==> src/rtl/acq_win_pkg.sv <==
package acq_win_pkg;
  typedef enum logic {
    MODE_FULL  = 1'b0,
    MODE_SHORT = 1'b1
  } acq_mode_e;
endpackage

==> src/rtl/acq_len_calc.sv <==
module acq_len_calc
  import acq_win_pkg::*;
#(
  parameter int EXT_W      = 4,
  parameter int BASE_FULL  = 9,
  parameter int BASE_SHORT = 2,
  parameter int LEN_W      = 6
) (
  input  acq_mode_e        mode,
  input  logic [EXT_W-1:0] ext,
  output logic [LEN_W-1:0] len
);
  localparam logic [LEN_W-1:0] FULL_L  = LEN_W'(BASE_FULL);
  localparam logic [LEN_W-1:0] SHORT_L = LEN_W'(BASE_SHORT);

  logic [LEN_W-1:0] base;
  logic [LEN_W-1:0] extra;

  always_comb begin
    base  = (mode == MODE_FULL) ? FULL_L : SHORT_L;
    extra = LEN_W'({ext, 1'b0});
    len   = base + extra;
  end
endmodule

==> src/rtl/acq_window_ctr.sv <==
module acq_window_ctr #(
  parameter int LEN_W = 6
) (
  input  logic             clk,
  input  logic             rst,
  input  logic             start,
  input  logic [LEN_W-1:0] len,
  output logic             acquire,
  output logic             done
);
  logic [LEN_W-1:0] remain;

  always_ff @(posedge clk) begin
    if (rst) begin
      acquire <= 1'b0;
      done    <= 1'b0;
      remain  <= '0;
    end else begin
      done <= 1'b0;
      if (acquire) begin
        if (remain == '0) begin
          acquire <= 1'b0;
          done    <= 1'b1;
        end else begin
          remain <= remain - 1'b1;
        end
      end else if (start) begin
        acquire <= 1'b1;
        remain  <= len - 1'b1;
      end
    end
  end


  reset_idle_chk: assert property (@(posedge clk) rst |=> (!acquire && !done));

  done_single_chk: assert property (@(posedge clk) disable iff (rst) done |=> !done);

  no_overlap_chk: assert property (@(posedge clk) disable iff (rst) !(acquire && done));

  busy_hold_chk: assert property (@(posedge clk) disable iff (rst)
    (acquire && remain != '0) |=> acquire);

  start_rise_chk: assert property (@(posedge clk) disable iff (rst)
    (!acquire && start) |=> acquire);
endmodule

==> src/rtl/acq_window_timer.sv <==
module acq_window_timer
  import acq_win_pkg::*;
#(
  parameter int EXT_W      = 4,
  parameter int BASE_FULL  = 9,
  parameter int BASE_SHORT = 2
) (
  input  logic             clk,
  input  logic             rst,
  input  logic             start,
  input  logic             mode,
  input  logic [EXT_W-1:0] ext,
  output logic             acquire,
  output logic             done
);
  localparam int MAX_BASE = (BASE_FULL > BASE_SHORT) ? BASE_FULL : BASE_SHORT;
  localparam int MAX_LEN  = MAX_BASE + 2 * ((1 << EXT_W) - 1);
  localparam int LEN_W    = $clog2(MAX_LEN + 1);

  logic [LEN_W-1:0] win_len;

  acq_len_calc #(
    .EXT_W(EXT_W), .BASE_FULL(BASE_FULL), .BASE_SHORT(BASE_SHORT), .LEN_W(LEN_W)
  ) u_calc (
    .mode(acq_mode_e'(mode)),
    .ext (ext),
    .len (win_len)
  );

  acq_window_ctr #(.LEN_W(LEN_W)) u_ctr (
    .clk    (clk),
    .rst    (rst),
    .start  (start),
    .len    (win_len),
    .acquire(acquire),
    .done   (done)
  );

  // Observation logic for the checks below
  logic [LEN_W-1:0] held_len;
  logic [LEN_W-1:0] seen_len;

  always_ff @(posedge clk) begin
    if (rst) begin
      held_len <= '0;
      seen_len <= '0;
    end else if (!acquire && start) begin
      held_len <= win_len;
      seen_len <= '0;
    end else if (acquire) begin
      seen_len <= seen_len + 1'b1;
    end
  end


  len_match_chk: assert property (@(posedge clk) disable iff (rst)
    done |-> (seen_len == held_len));

  len_bound_chk: assert property (@(posedge clk) disable iff (rst)
    done |-> (seen_len >= LEN_W'(BASE_SHORT) && seen_len <= LEN_W'(MAX_LEN)));
endmodule

==> config.mk <==
export PLATFORM = sky130hd
export DESIGN_NAME = acq_window_timer
export DESIGN_NICKNAME = d
export VERILOG_FILES = /design/src/rtl/acq_win_pkg.sv /design/src/rtl/acq_len_calc.sv /design/src/rtl/acq_window_ctr.sv /design/src/rtl/acq_window_timer.sv
export SDC_FILE = /design/constraint.sdc
export NUM_CORES = 1
export LEC_CHECK = 0
export CAP_MARGIN = 40
export CORE_AREA = 2 2 39 41
export CTS_CLUSTER_SIZE = 28
export DETAILED_ROUTE_END_ITERATION = 8
export DIE_AREA = 0 0 41 43
export DONT_BUFFER_PORTS = 1
export PLACE_DENSITY = 0.66
export SYNTH_ARGS = -nofsm -noshare
export SYNTH_HDL_FRONTEND = slang
export SYNTH_SLANG_ARGS = --single-unit
export TNS_END_PERCENT = 20
==> constraint.sdc <==
create_clock -name clk -period 1.8 [get_ports clk]
set_input_delay 0.36 -clock clk [delete_from_list [all_inputs] [get_ports clk]]
set_output_delay 0.36 -clock clk [all_outputs]
set_load 0.01 [all_outputs]
# [After elaboration in Yosys (flattened, before gate mapping)]
# Cells that the tools add are included.
[classes] n_addsub=3 multipliers=0 div=0 magnitude_cmp=0 eq_ne=1 shift=0 mux=8 bitwise=1 reduce_logical=4
[ops] op="6-bit two-way mux" n=3
[ops] op="6-bit by 1-bit subtractor with 6-bit output, second input constant" n=2
[ops] op="6-bit by 5-bit adder with 6-bit output" n=1
[ops] op="6-bit zero test" n=1
[ops] op="1-bit two-way mux" n=4
[ops] op="4-bit two-way mux" n=1
[ops] op="2-bit inequality test, second input constant" n=1
[ops] op="2-bit AND reduction" n=1
[ops] op="2-bit nonzero test" n=1
[ops] op="2-bit OR reduction" n=1
[ops] op="1-bit NOT" n=1
[word_totals] reg_bits=8 latchBits=0 mem_bits_rw=0 romBits=0 in_bits=8 output_inout_bits=2 word_cells=20 n_memories=0

# [Longest topological paths before layout]
[logic_depth] word_depth=5 depth_mapped=8 mapped_depth_nobuf=8

# [Modules after synthesis]
# A second synthesis with hierarchy kept.
[unflattened] hier_cells=73 hier_area_um2=596.8
[modules_own_cells] module="acq_window_ctr" instances=1 cells_each=64 area_per_inst_um2=520.5 seq_area_each_um2=160.2
[modules_own_cells] module="acq_len_calc" instances=1 cells_each=9 area_per_inst_um2=76.3 seq_area_each_um2=0.0

# [Worst setup path after synthesis]
# No wires, ideal clock.
[synth_path] path_type="in2reg" startpoint="input port mode" endpoint="register u_ctr.remain[5]" setup_time_ns=0.103 t_arrival_ns=1.725 required_ns=1.697 slack_ns=-0.028 stages=7 path_buffers=0 cell_sequence="inv_1 -> ha_1 -> fa_1 -> nand2b_1 -> a21oi_1 -> xnor2_1 -> a2111oi_2"
[synth_via] elab_chain_cells=5
[synth_lines] element="start, declared" line="acq_window_timer.sv:11" rtl="input logic mode,"
[synth_lines] element="4-bit two-way mux" line="acq_len_calc.sv:20" rtl="base = (mode == MODE_FULL) ? FULL_L : SHORT_L;"
[synth_lines] element="6-bit by 5-bit adder with 6-bit output" line="acq_len_calc.sv:22" rtl="len = base + extra;"
[synth_lines] element="6-bit by 1-bit subtractor with 6-bit output" line="acq_window_ctr.sv:29" rtl="remain <= len - 1'b1;"
[synth_lines] element="6-bit two-way mux" line="acq_window_ctr.sv:27" rtl="end else if (start) begin"
[synth_lines] element="6-bit two-way mux" line="acq_window_ctr.sv:20" rtl="if (acquire) begin"
[synth_lines] element="end signal, assigned" line="acq_window_ctr.sv:25" rtl="remain <= remain - 1'b1;"
[synth_lines] element="end signal, assigned" line="acq_window_ctr.sv:29"
[synth_lines] element="end, declared" line="acq_window_ctr.sv:11" rtl="logic [LEN_W-1:0] remain;"
# No other way between the ends. The select of a mux whose other input is x is not followed.
# A chain may end at the register's enable or synchronous reset.

# [Worst setup path in the final report]
# Same ends and word-level chain as after synthesis.

==> flow_metrics.tcl <==
set metrics [dict create \
    final-hold-violation-count 0 \
    rows 14 \
    switching_share 0.363 \
    cts.path.max_buffers 2 \
    gp_congestion 0.735 \
    p_int_uw 394 \
    die_h_um 43 \
    clock-sinks 8 \
    synthCells 82 \
    critPathCaptureType "register" \
    drc 0 \
    tritoncts "yes" \
    regToRegStartpoint "u_ctr.remain[0]" \
    min_path_type "input port to register" \
    setup_tns_ns 0 \
    synth_simple_gate_area_share 0.205 \
    path_clk_slew_ns 0.06 \
    powerDensity_mw_per_mm2 864 \
    max_slew_margin 0.780 \
    syn2layout_area_growth_pct 10.4 \
    diodes 0 \
    ys_ff_latch 8 \
    setup_viol 0 \
    yosysUniqueCellTypes 34 \
    htreeDepth 1 \
    reg2regPathDepth 6 \
    crit_arrival_ns 1.69 \
    fmax_ghz 0.652 \
    period_share 0.852 \
    die-area_mm2 0.00176 \
    cp.buffers_inverters 1 \
    crit_path_max_incr_delay_ns 0.36 \
    p_sw_uw 224 \
    drt_pass1_iterations 4 \
    crit_path_start_kind "input port" \
    port_buffers 0 \
    post_cts_resized 0 \
    tightest_slew_ns 0.330 \
    worstPathMaxFanout 4 \
    cts_buffers 3 \
    grt_pass1_vias 573 \
    synth_adder_area_share 0.185 \
    post_cts_buffers 0 \
    core_mm2 0.00138 \
    comb_power_share 0.376 \
    power_frac_seq 0.389 \
    syn_nets 99 \
    pwr-share-clk 0.235 \
    syn-mean-instance-area_um2 7.90 \
    drtIter0Drc 19 \
    drv_slew 0 \
    r2r-end "u_ctr.remain[5]" \
    path_cells "inv_1, ha_1, fa_2, nand2b_1, a21oi_2, xnor2_1, a2111oi_2" \
    status "finished, final reports clean" \
    crit_cells 7 \
    startpoint "mode" \
    reg2reg_slack_ns 0.30 \
    syn-cell-area_um2 648 \
    synth_xor_xnor_area_share 0.0405 \
    wl_per_cell_um 13.3 \
    crit_family "adder cells" \
    wl_met3_um 72 \
    slowest_stage "fa_2" \
    initial_utilization 0.468 \
    dp.final_hpwl_mm 1.10 \
    ant_nets 0 \
    grt_max_degree 10 \
    synth_compound_area_frac 0.253 \
    antenna_found_initial 0 \
    critPathKind "input port to register" \
    vias_per_cell 5.88 \
    cap_violations 0 \
    hold-worst-slack_ns 0.157 \
    yosysSeqAreaShare 0.247 \
    vias 606 \
    layout-drive-gt1-share 0.161 \
    nets 106 \
    overflow 0 \
    postCtsHoldBufs 0 \
    grt_pass1_wl_mm 2.45 \
    leakage_uw 0.000312 \
    grt_usage 0.203 \
    fin_skew_ns 0.00352 \
    insertion_delay_ns 0.26 \
    wl_met2_um 679 \
    yosysWarnings 0 \
    routed_wl_mm 1.38 \
    rsz0062_at_grt "no" \
    post-route-min-period_ns 1.53 \
    fill_cells 139 \
    drt-met1-wl_um 580 \
    ir_drop_mv 0.269 \
    synthMuxAreaShare 0 \
    root_buffer "clkbuf_4" \
    fp.dieW_um 41 \
    io_pins 10 \
    crit_end "u_ctr.remain[5]" \
    required_ns 1.96 \
    synth_top_family_by_area "compound AO/OA/AOI/OAI gates" \
    highest_layer "met4" \
]
## layer usage
layer / up-vias / track usage
li1: 300 / -
met1: 276 / 0.271
met2: 25 / 0.300
met3: 5 / 0.0209
met4: 0 / 0.120
met5: - / 0
## how the worst min path moves through the flow
stage / from / slack [ns] / cells past startpoint / endpoint
after floorplan: rst / 0.43 / 1 / u_ctr.remain[1]
after global placement: rst / 0.43 / 1 / u_ctr.remain[2]
after detailed placement: rst / 0.43 / 1 / u_ctr.remain[2]
after CTS: rst / 0.16 / 1 / u_ctr.remain[4]
after global routing: rst / 0.16 / 1 / u_ctr.remain[2]
final: rst / 0.16 / 1 / u_ctr.remain[1]
## through the flow
stage	setup WS [ns]	area [um2]	utilization	instances	total power, uW
CTS	0.264	716	0.517	103	619
detailed placement	0.00259	693	0.501	100	475
global route	0.142	716	0.517	103	667
global placement	0.0133	693	0.501	100	467
floorplan	0.0367	654	-	82	420
finish	0.267	716	0.517	103	619
## cell usage after synthesis (all sizes together)
cell type   n  share of area
nor2b       2          0.019
o22ai       1         0.0097
and3        1         0.0097
nand4       1         0.0097
nor2        9          0.052
o21a        1          0.012
o21ai       6          0.052
o211ai      1          0.012
or3         1          0.017
a31oi       1         0.0097
dfxtp       8           0.25
o311a       1          0.017
nand2       4          0.023
a21o        1          0.012
xor2        2          0.027
nor3        1         0.0077
nand3       2          0.015
clkbuf      1         0.0058
o21bai      1          0.012
nand3b      1          0.012
nand2b      2          0.019
a2111oi     1          0.023
o31a        1          0.015
a211o       1          0.014
fa          1          0.031
xnor2       1          0.014
inv        11          0.064
a21boi      1          0.012
a21oi       7          0.054
or2         2          0.019
ha          8           0.15
## power groups by stage
stage          sequential [uW]  clock [uW]  combinational [uW]
6_report                   241         145                 233
3_5_place_dp               243           0                 232
4_1_cts                    239         147                 234
3_3_place_gp               241           0                 226
2_1_floorplan              233           0                 186
5_1_grt                    243         156                 268
## placed cells by master (no fill, tap or decap), types with 2 or more instances in the layout
cell type,count
o21ai_1,2
o21ai_0,3
nor2b_1,2
nand2b_1,2
buf_4,3
nor2_1,9
nand3_1,2
clkbuf_4,3
dfxtp_1,8
ha_1,8
xor2_1,2
nand2_1,4
inv_1,11
a21oi_1,6
## registers in the layout, indices dropped and copies added (netlist names)
signal	cells
u_ctr.remain	6
u_ctr.acquire	1
u_ctr.done	1
## cell families after synthesis
| group | Yosys count |
|---|---|
| flops | 8 |
| fa+ha+maj | 9 |
| buf+inv | 12 |
| xor+xnor | 3 |
| compound gates | 24 |
| simple gates | 26 |
## cell type report
cell class	count	area (um2)	share of cell area
sequential	8	160	0.224
tap	16	20.0	0.0280
multi-input combinational	62	449	0.628
clock buffer	3	22.5	0.0315
timing repair buffer	3	22.5	0.0315
inverter	11	41.3	0.0577
Power figures use the tool's default switching activity.
